--- src/rtl/rxrst_pkg.sv ---
package rxrst_pkg;

   typedef enum logic [2:0] {
      ST_PLL_WAIT   = 3'd0,
      ST_REF_DWELL  = 3'd1,
      ST_DATA_DWELL = 3'd2,
      ST_AUTO_HOLD  = 3'd3,
      ST_LINKED     = 3'd4,
      ST_ERR_PULSE  = 3'd5,
      ST_NO_SIGNAL  = 3'd6
   } rx_state_e;

   typedef struct packed {
      logic lock_ref;
      logic lock_data;
      logic dig_rst;
      logic link_up;
   } rx_ctl_t;

   localparam int unsigned ERR_PULSE_CYC = 2;

   localparam rx_ctl_t CTL_RESET = '{lock_ref: 1'b1, lock_data: 1'b0,
                                     dig_rst: 1'b1, link_up: 1'b0};

   function automatic rx_ctl_t ctl_decode(rx_state_e st, logic auto_mode);
      rx_ctl_t c;
      c = CTL_RESET;
      unique case (st)
         ST_PLL_WAIT,
         ST_REF_DWELL,
         ST_NO_SIGNAL:  c = CTL_RESET;
         ST_DATA_DWELL: c = '{lock_ref: 1'b0, lock_data: 1'b1, dig_rst: 1'b1, link_up: 1'b0};
         ST_AUTO_HOLD:  c = '{lock_ref: 1'b0, lock_data: 1'b0, dig_rst: 1'b1, link_up: 1'b0};
         ST_LINKED:     c = '{lock_ref: 1'b0, lock_data: !auto_mode, dig_rst: 1'b0, link_up: 1'b1};
         ST_ERR_PULSE:  c = '{lock_ref: 1'b0, lock_data: !auto_mode, dig_rst: 1'b1, link_up: 1'b0};
         default:       c = CTL_RESET;
      endcase
      return c;
   endfunction

endpackage

--- src/rtl/rxrst_sync.sv ---
module rxrst_sync #(
   parameter int unsigned WIDTH  = 3,
   parameter int unsigned STAGES = 2
) (
   input  logic             clk,
   input  logic             rst_n,
   input  logic [WIDTH-1:0] din,
   output logic [WIDTH-1:0] dout
);

   if (STAGES < 2) begin : g_bad_stages
      $error("rxrst_sync: STAGES must be at least 2");
   end
   if (WIDTH < 1) begin : g_bad_width
      $error("rxrst_sync: WIDTH must be at least 1");
   end

   logic [WIDTH-1:0] stage_q [STAGES];

   for (genvar g = 0; g < STAGES; g++) begin : g_stage
      if (g == 0) begin : g_first
         always_ff @(posedge clk or negedge rst_n) begin
            if (!rst_n) stage_q[g] <= '0;
            else        stage_q[g] <= din;
         end
      end else begin : g_next
         always_ff @(posedge clk or negedge rst_n) begin
            if (!rst_n) stage_q[g] <= '0;
            else        stage_q[g] <= stage_q[g-1];
         end
      end
   end

   assign dout = stage_q[STAGES-1];

endmodule

--- src/rtl/rxrst_dcnt.sv ---
module rxrst_dcnt #(
   parameter int unsigned LIMIT = 4
) (
   input  logic clk,
   input  logic rst_n,
   input  logic load,
   output logic done
);

   if (LIMIT < 1) begin : g_bad_limit
      $error("rxrst_dcnt: LIMIT must be at least 1");
   end

   localparam int unsigned CW = (LIMIT < 2) ? 1 : $clog2(LIMIT);
   localparam logic [CW-1:0] RELOAD = CW'(LIMIT - 1);

   logic [CW-1:0] cnt_q;

   always_ff @(posedge clk or negedge rst_n) begin
      if (!rst_n)              cnt_q <= RELOAD;
      else if (load)           cnt_q <= RELOAD;
      else if (cnt_q != '0)    cnt_q <= cnt_q - 1'b1;
   end

   assign done = (cnt_q == '0);

endmodule

--- src/rtl/rxrst_seq.sv ---
module rxrst_seq
   import rxrst_pkg::*;
#(
   parameter int unsigned REF_DWELL_CYC   = 2500,
   parameter int unsigned DATA_DWELL_CYC  = 1000,
   parameter int unsigned FREQ_STABLE_CYC = 500,
   parameter int unsigned SYNC_STAGES     = 2
) (
   input  logic clk,
   input  logic rst_n,
   input  logic cdr_auto_i,
   input  logic pll_lock_i,
   input  logic freq_lock_i,
   input  logic sig_det_i,
   input  logic rx_err_i,
   output logic lock_ref_o,
   output logic lock_data_o,
   output logic rx_dig_rst_o,
   output logic link_up_o
);

   localparam int unsigned N_STATUS = 3;

   if (REF_DWELL_CYC < 1 || DATA_DWELL_CYC < 1 || FREQ_STABLE_CYC < 1) begin : g_bad_dwell
      $error("rxrst_seq: every dwell must be at least one cycle");
   end

   // Status synchronisers
   logic [N_STATUS-1:0] status_s;
   logic pll_s, fl_s, sd_s;

   rxrst_sync #(.WIDTH(N_STATUS), .STAGES(SYNC_STAGES)) u_sync (
      .clk  (clk),
      .rst_n(rst_n),
      .din  ({pll_lock_i, freq_lock_i, sig_det_i}),
      .dout (status_s)
   );

   assign {pll_s, fl_s, sd_s} = status_s;

   // State and mode
   rx_state_e state_q, state_d;
   logic      mode_q, mode_d;
   rx_ctl_t   ctl_q;

   // Dwell counters, each reloading whenever its state is not occupied
   logic ref_done, data_done, stab_done, err_done;

   rxrst_dcnt #(.LIMIT(REF_DWELL_CYC)) u_ref_cnt (
      .clk(clk), .rst_n(rst_n),
      .load(state_q != ST_REF_DWELL), .done(ref_done));

   rxrst_dcnt #(.LIMIT(DATA_DWELL_CYC)) u_data_cnt (
      .clk(clk), .rst_n(rst_n),
      .load(state_q != ST_DATA_DWELL), .done(data_done));

   rxrst_dcnt #(.LIMIT(FREQ_STABLE_CYC)) u_stab_cnt (
      .clk(clk), .rst_n(rst_n),
      .load((state_q != ST_AUTO_HOLD) || !fl_s), .done(stab_done));

   rxrst_dcnt #(.LIMIT(ERR_PULSE_CYC)) u_err_cnt (
      .clk(clk), .rst_n(rst_n),
      .load(state_q != ST_ERR_PULSE), .done(err_done));

   logic link_lost;
   assign link_lost = mode_q ? !fl_s : !sd_s;

   always_comb begin
      state_d = state_q;
      mode_d  = mode_q;
      if (!pll_s) begin
         state_d = ST_PLL_WAIT;
      end else begin
         unique case (state_q)
            ST_PLL_WAIT: begin
               mode_d  = cdr_auto_i;
               state_d = cdr_auto_i ? ST_AUTO_HOLD : ST_REF_DWELL;
            end
            ST_REF_DWELL: begin
               if (!sd_s)         state_d = ST_NO_SIGNAL;
               else if (ref_done) state_d = ST_DATA_DWELL;
            end
            ST_DATA_DWELL: begin
               if (!sd_s)          state_d = ST_NO_SIGNAL;
               else if (data_done) state_d = ST_LINKED;
            end
            ST_AUTO_HOLD: begin
               if (stab_done && fl_s) state_d = ST_LINKED;
            end
            ST_LINKED: begin
               if (link_lost)     state_d = mode_q ? ST_AUTO_HOLD : ST_NO_SIGNAL;
               else if (rx_err_i) state_d = ST_ERR_PULSE;
            end
            ST_ERR_PULSE: begin
               if (err_done) state_d = ST_LINKED;
            end
            ST_NO_SIGNAL: begin
               if (sd_s) state_d = ST_REF_DWELL;
            end
            default: state_d = ST_PLL_WAIT;
         endcase
      end
   end

   always_ff @(posedge clk or negedge rst_n) begin
      if (!rst_n) begin
         state_q <= ST_PLL_WAIT;
         mode_q  <= 1'b0;
         ctl_q   <= CTL_RESET;
      end else begin
         state_q <= state_d;
         mode_q  <= mode_d;
         ctl_q   <= ctl_decode(state_d, mode_d);
      end
   end

   assign lock_ref_o   = ctl_q.lock_ref;
   assign lock_data_o  = ctl_q.lock_data;
   assign rx_dig_rst_o = ctl_q.dig_rst;
   assign link_up_o    = ctl_q.link_up;

endmodule

--- config.mk ---
export PLATFORM = sky130hd
export DESIGN_NAME = rxrst_seq
export DESIGN_NICKNAME = d
export VERILOG_FILES = /design/src/rtl/rxrst_pkg.sv /design/src/rtl/rxrst_sync.sv /design/src/rtl/rxrst_dcnt.sv /design/src/rtl/rxrst_seq.sv
export SDC_FILE = /design/constraint.sdc
export NUM_CORES = 1
export LEC_CHECK = 0
export ABC_CLOCK_PERIOD_IN_PS = 3600
export BUFFER_PORTS_ARGS = -buffer_cell sky130_fd_sc_hd__clkbuf_2
export CORE_UTILIZATION = 40
export DETAILED_ROUTE_END_ITERATION = 10
export PLACE_DENSITY_LB_ADDON = 0.15
export RECOVER_POWER = 50
export SLEW_MARGIN = 5
export SYNTH_ARGS = -nofsm -noshare
export SYNTH_HDL_FRONTEND = slang
export SYNTH_SLANG_ARGS = --single-unit
--- constraint.sdc ---
create_clock -name clk -period 3.6 [get_ports clk]
set_input_delay 0 -clock clk [delete_from_list [all_inputs] [get_ports clk]]
set_output_delay 0 -clock clk [all_outputs]
set_load 0.1 [all_outputs]
==> results.py <==
metrics = {
    "pwr": {
        "power.switching_mw": 0.5313,
        "internal-power_mw": 0.9466,
        "power.share.combinational": 0.297,
        "power_switching_share": 0.3595,
        "seq_power_share": 0.445,
        "ir_drop_v": 0.0003878,
        "p_clk_frac": 0.258,
        "power.density_nw_per_um2": 576.8,
        "leakage_nw": 1.019,
        "power_mw": 1.478,
    },
    "worst_setup_path": {
        "critPathLaunch": "rst_n",
        "required_ps": 3520,
        "path_max_fanout": 46,
        "crit_path_start_kind": "input port",
        "reg2reg_depth": 8,
        "r2r_setup_slack_ps": 1270,
        "r2r-end": "lock_data_o$_DFF_PN0_",
        "crit_path_end_kind": "async pin",
        "r2r_start": "u_ref_cnt.cnt_q[0]$_DFFE_PN1P_",
        "arrival_ps": 2300,
        "path_class": "in2async",
    },
    "synthesis": {
        "ys_types": 44,
        "ys_ff_latch": 46,
        "synth-edff-count": 0,
        "synthSimpleGateAreaFrac": 0.2683,
        "synth_fa_ha_area_frac": 0.02199,
        "syn_area_per_cell_um2": 10.35,
        "yosys_warnings": 0,
        "seq_area_frac_synth": 0.5190,
        "yosys.area_share.xor_xnor": 0.06927,
        "yosys-mux-area-fraction": 0.01814,
        "syn_inst": 220,
        "synthFlopType": "dfstp_2",
        "syn_area_um2": 2276,
        "synth-async-reset-ratio": 1.000,
        "synth_fp_nets": 231,
        "synth_top_family_by_area": "simple AND/OR/NAND/NOR gates",
        "synth_compound_area_frac": 0.08136,
    },
    "finish": {
        "syn2layout_area_growth_pct": 12.59,
        "fin_area_um2": 2562,
        "nets": 249,
        "n_antenna_cell": 0,
        "utilization": 0.4653,
        "final_cells": 311,
        "drive_above_1_share": 0.2259,
    },
    "clock_network": {
        "numCtsBuffers": 5,
        "clk_pin_slew_ps": 80,
        "clk_latency_ps": 300,
        "cts_resized": 0,
        "cts_max_level": 2,
        "clock_path_buffers": 2,
        "cts.sinks": 46,
        "post_cts_buffers": 0,
        "root_buffer": "clkbuf_8",
        "cts_tree": "yes",
    },
    "sta": {
        "fmax_mhz": 420.2,
        "finalWorstSetupSlack_ps": 1220,
        "tightestPinTransition_ps": 2362,
        "min_period_over_period": 0.6611,
        "hold_viol_final": 0,
        "tns_ps": 0,
        "slew_headroom": -0.5749,
        "finalHoldWorstSlack_ps": 216.7,
        "rsz0062_at_grt": "no",
        "skew_ps": 7.518,
        "fin_crit_ps": 2380,
        "drv_slew": 47,
        "setup_viol": 0,
    },
    "route": {
        "drtPass1Iterations": 4,
        "via_per_inst": 4.984,
        "wl_per_cell_um": 12.11,
        "drt-total-wl_mm": 3.765,
        "vias": 1550,
        "drt_first_iter_violations": 48,
        "drc": 0,
        "ant_nets": 0,
    },
    "run_status": {
        "violations": "max-capacitance violations, max-slew violations",
        "outcome": "finished, violations left",
    },
    "place": {
        "place_area_um2": 2404,
        "pre_cts_ws_ps": 1265,
        "placed_cells": 298,
        "io_buffers": 10,
        "hpwl_mm": 2.590,
        "gp_congestion": 0.7647,
    },
    "hold_path": {
        "hold_class": "in2reg",
        "min-delay-start": "rx_err_i",
        "hold_path_depth": 5,
        "min_to": "rx_dig_rst_o$_DFF_PN1_",
    },
    "floorplan": {
        "ios": 11,
        "dieArea_um2": 5995,
        "die_w_um": 77.43,
        "die_h_um": 77.43,
        "core_area_um2": 5507,
        "rows": 27,
        "initial_utilization": 0.4133,
    },
    "job": {
        "drv_cap": 1,
    },
    "global_route": {
        "grt_pass1_vias": 1515,
        "grt_usage": 0.1453,
        "antenna_found_initial": 0,
        "grt.overflow.total": 0,
        "grt_max_degree": 47,
        "grt_pass1_wl_mm": 6.906,
    },
}
worst max-delay path, stage by stage:
cell and delay, ps:
dlygate4sd3_1 520, clkbuf_2 90, clkbuf_1 1680
repair_timing:
| action | CTS | global route |
|---|---|---|
| hold endpoints to repair | 26 | 0 |
| setup endpoints to repair | 0 | 0 |
| hold buffers | 5 | 0 |
cells in the mapped netlist, types with 5 or more instances:
master	instances	area, µm²
nand2_1	23	86.33
nand3_1	8	40.04
dfstp_2	24	630.6
xnor2_1	14	122.6
nand2b_1	7	43.79
dfrtp_1	22	550.5
nor3_1	16	80.08
a21oi_1	9	45.04
nor2_1	21	78.83
nor4_1	5	31.28
o21ai_0	9	45.04
inv_1	8	30.03
worst max path at each step:
stage	to	slack, ps	depth (start not counted)
CTS	lock_data_o$_DFF_PN0_	1250	8
floorplan	lock_data_o$_DFF_PN0_	1460	8
global placement	lock_data_o$_DFF_PN0_	1330	8
detailed placement	lock_data_o$_DFF_PN0_	1260	8
global route	u_ref_cnt.cnt_q[9]$_DFFE_PN0P_	640	3
finish	u_ref_cnt.cnt_q[9]$_DFFE_PN0P_	1220	3
state kept, by name, indices dropped and copies added, names as in the netlist, 3 cells and up:
signal and flops:
u_stab_cnt.cnt_q 9, u_data_cnt.cnt_q 10, state_q 3, u_sync.dout 3
u_ref_cnt.cnt_q 12, u_sync.stage_q 3
layer usage:
metal  wire (µm)  vias up  track usage  share of wire
li1            -      806            -              -
met1        1959      721       0.1968           0.52
met2        1684       17       0.2257           0.45
met3          66        6      0.03176          0.018
met4          54        0      0.05660          0.014
met5           0        -            0              0
power groups by stage:
stage	Clock [mW]	Sequential, mW	Combinational [mW]
2_1_floorplan	0	0.705	0.317
3_3_place_gp	0	0.667	0.440
3_5_place_dp	0	0.666	0.436
4_1_cts	0.399	0.657	0.442
5_1_grt	0.420	0.670	0.490
6_report	0.381	0.658	0.439
cell families after synthesis:
family                     Yosys count
buffers and inverters               13
xor gates and xnor gates            18
muxes                                4
AOI/OAI and AO/OA                   28
and+or+nand+nor                    107
adders and majority gates            4
DFF                                 46
layout make-up:
type | count | area, µm²
Sequential cell | 46 | 1181
Timing Repair Buffer | 16 | 103.9
Clock inverter | 3 | 43.79
Clock buffer | 5 | 68.82
Multi-Input combinational cell | 161 | 1045
Tap cell | 72 | 90.09
Fill cell | 521 | 2944
Inverter | 8 | 30.03
cells in the final DEF (no fill, tap or decap), types with 2 or more instances in the layout:
cell and instances:
nor2b_1 4, xor2_1 4, nand3_1 8, or3b_2 2
dfrtp_1 22, mux2i_1 3, nor3_1 16, nor2_1 21
clkbuf_2 10, nor4_4 2, nor4b_1 2, nand3b_1 2
nand2b_1 7, and3_1 3, xnor2_1 14, nand4b_1 2
a21oi_1 9, nand2_1 23, dlygate4sd3_1 5, clkbuf_8 5
inv_1 8, o21ai_0 9, or4_1 2, ha_1 4
nor4_1 5, dfstp_2 24, o31ai_1 2
Note: power is estimated with default switching activity, not from simulation.
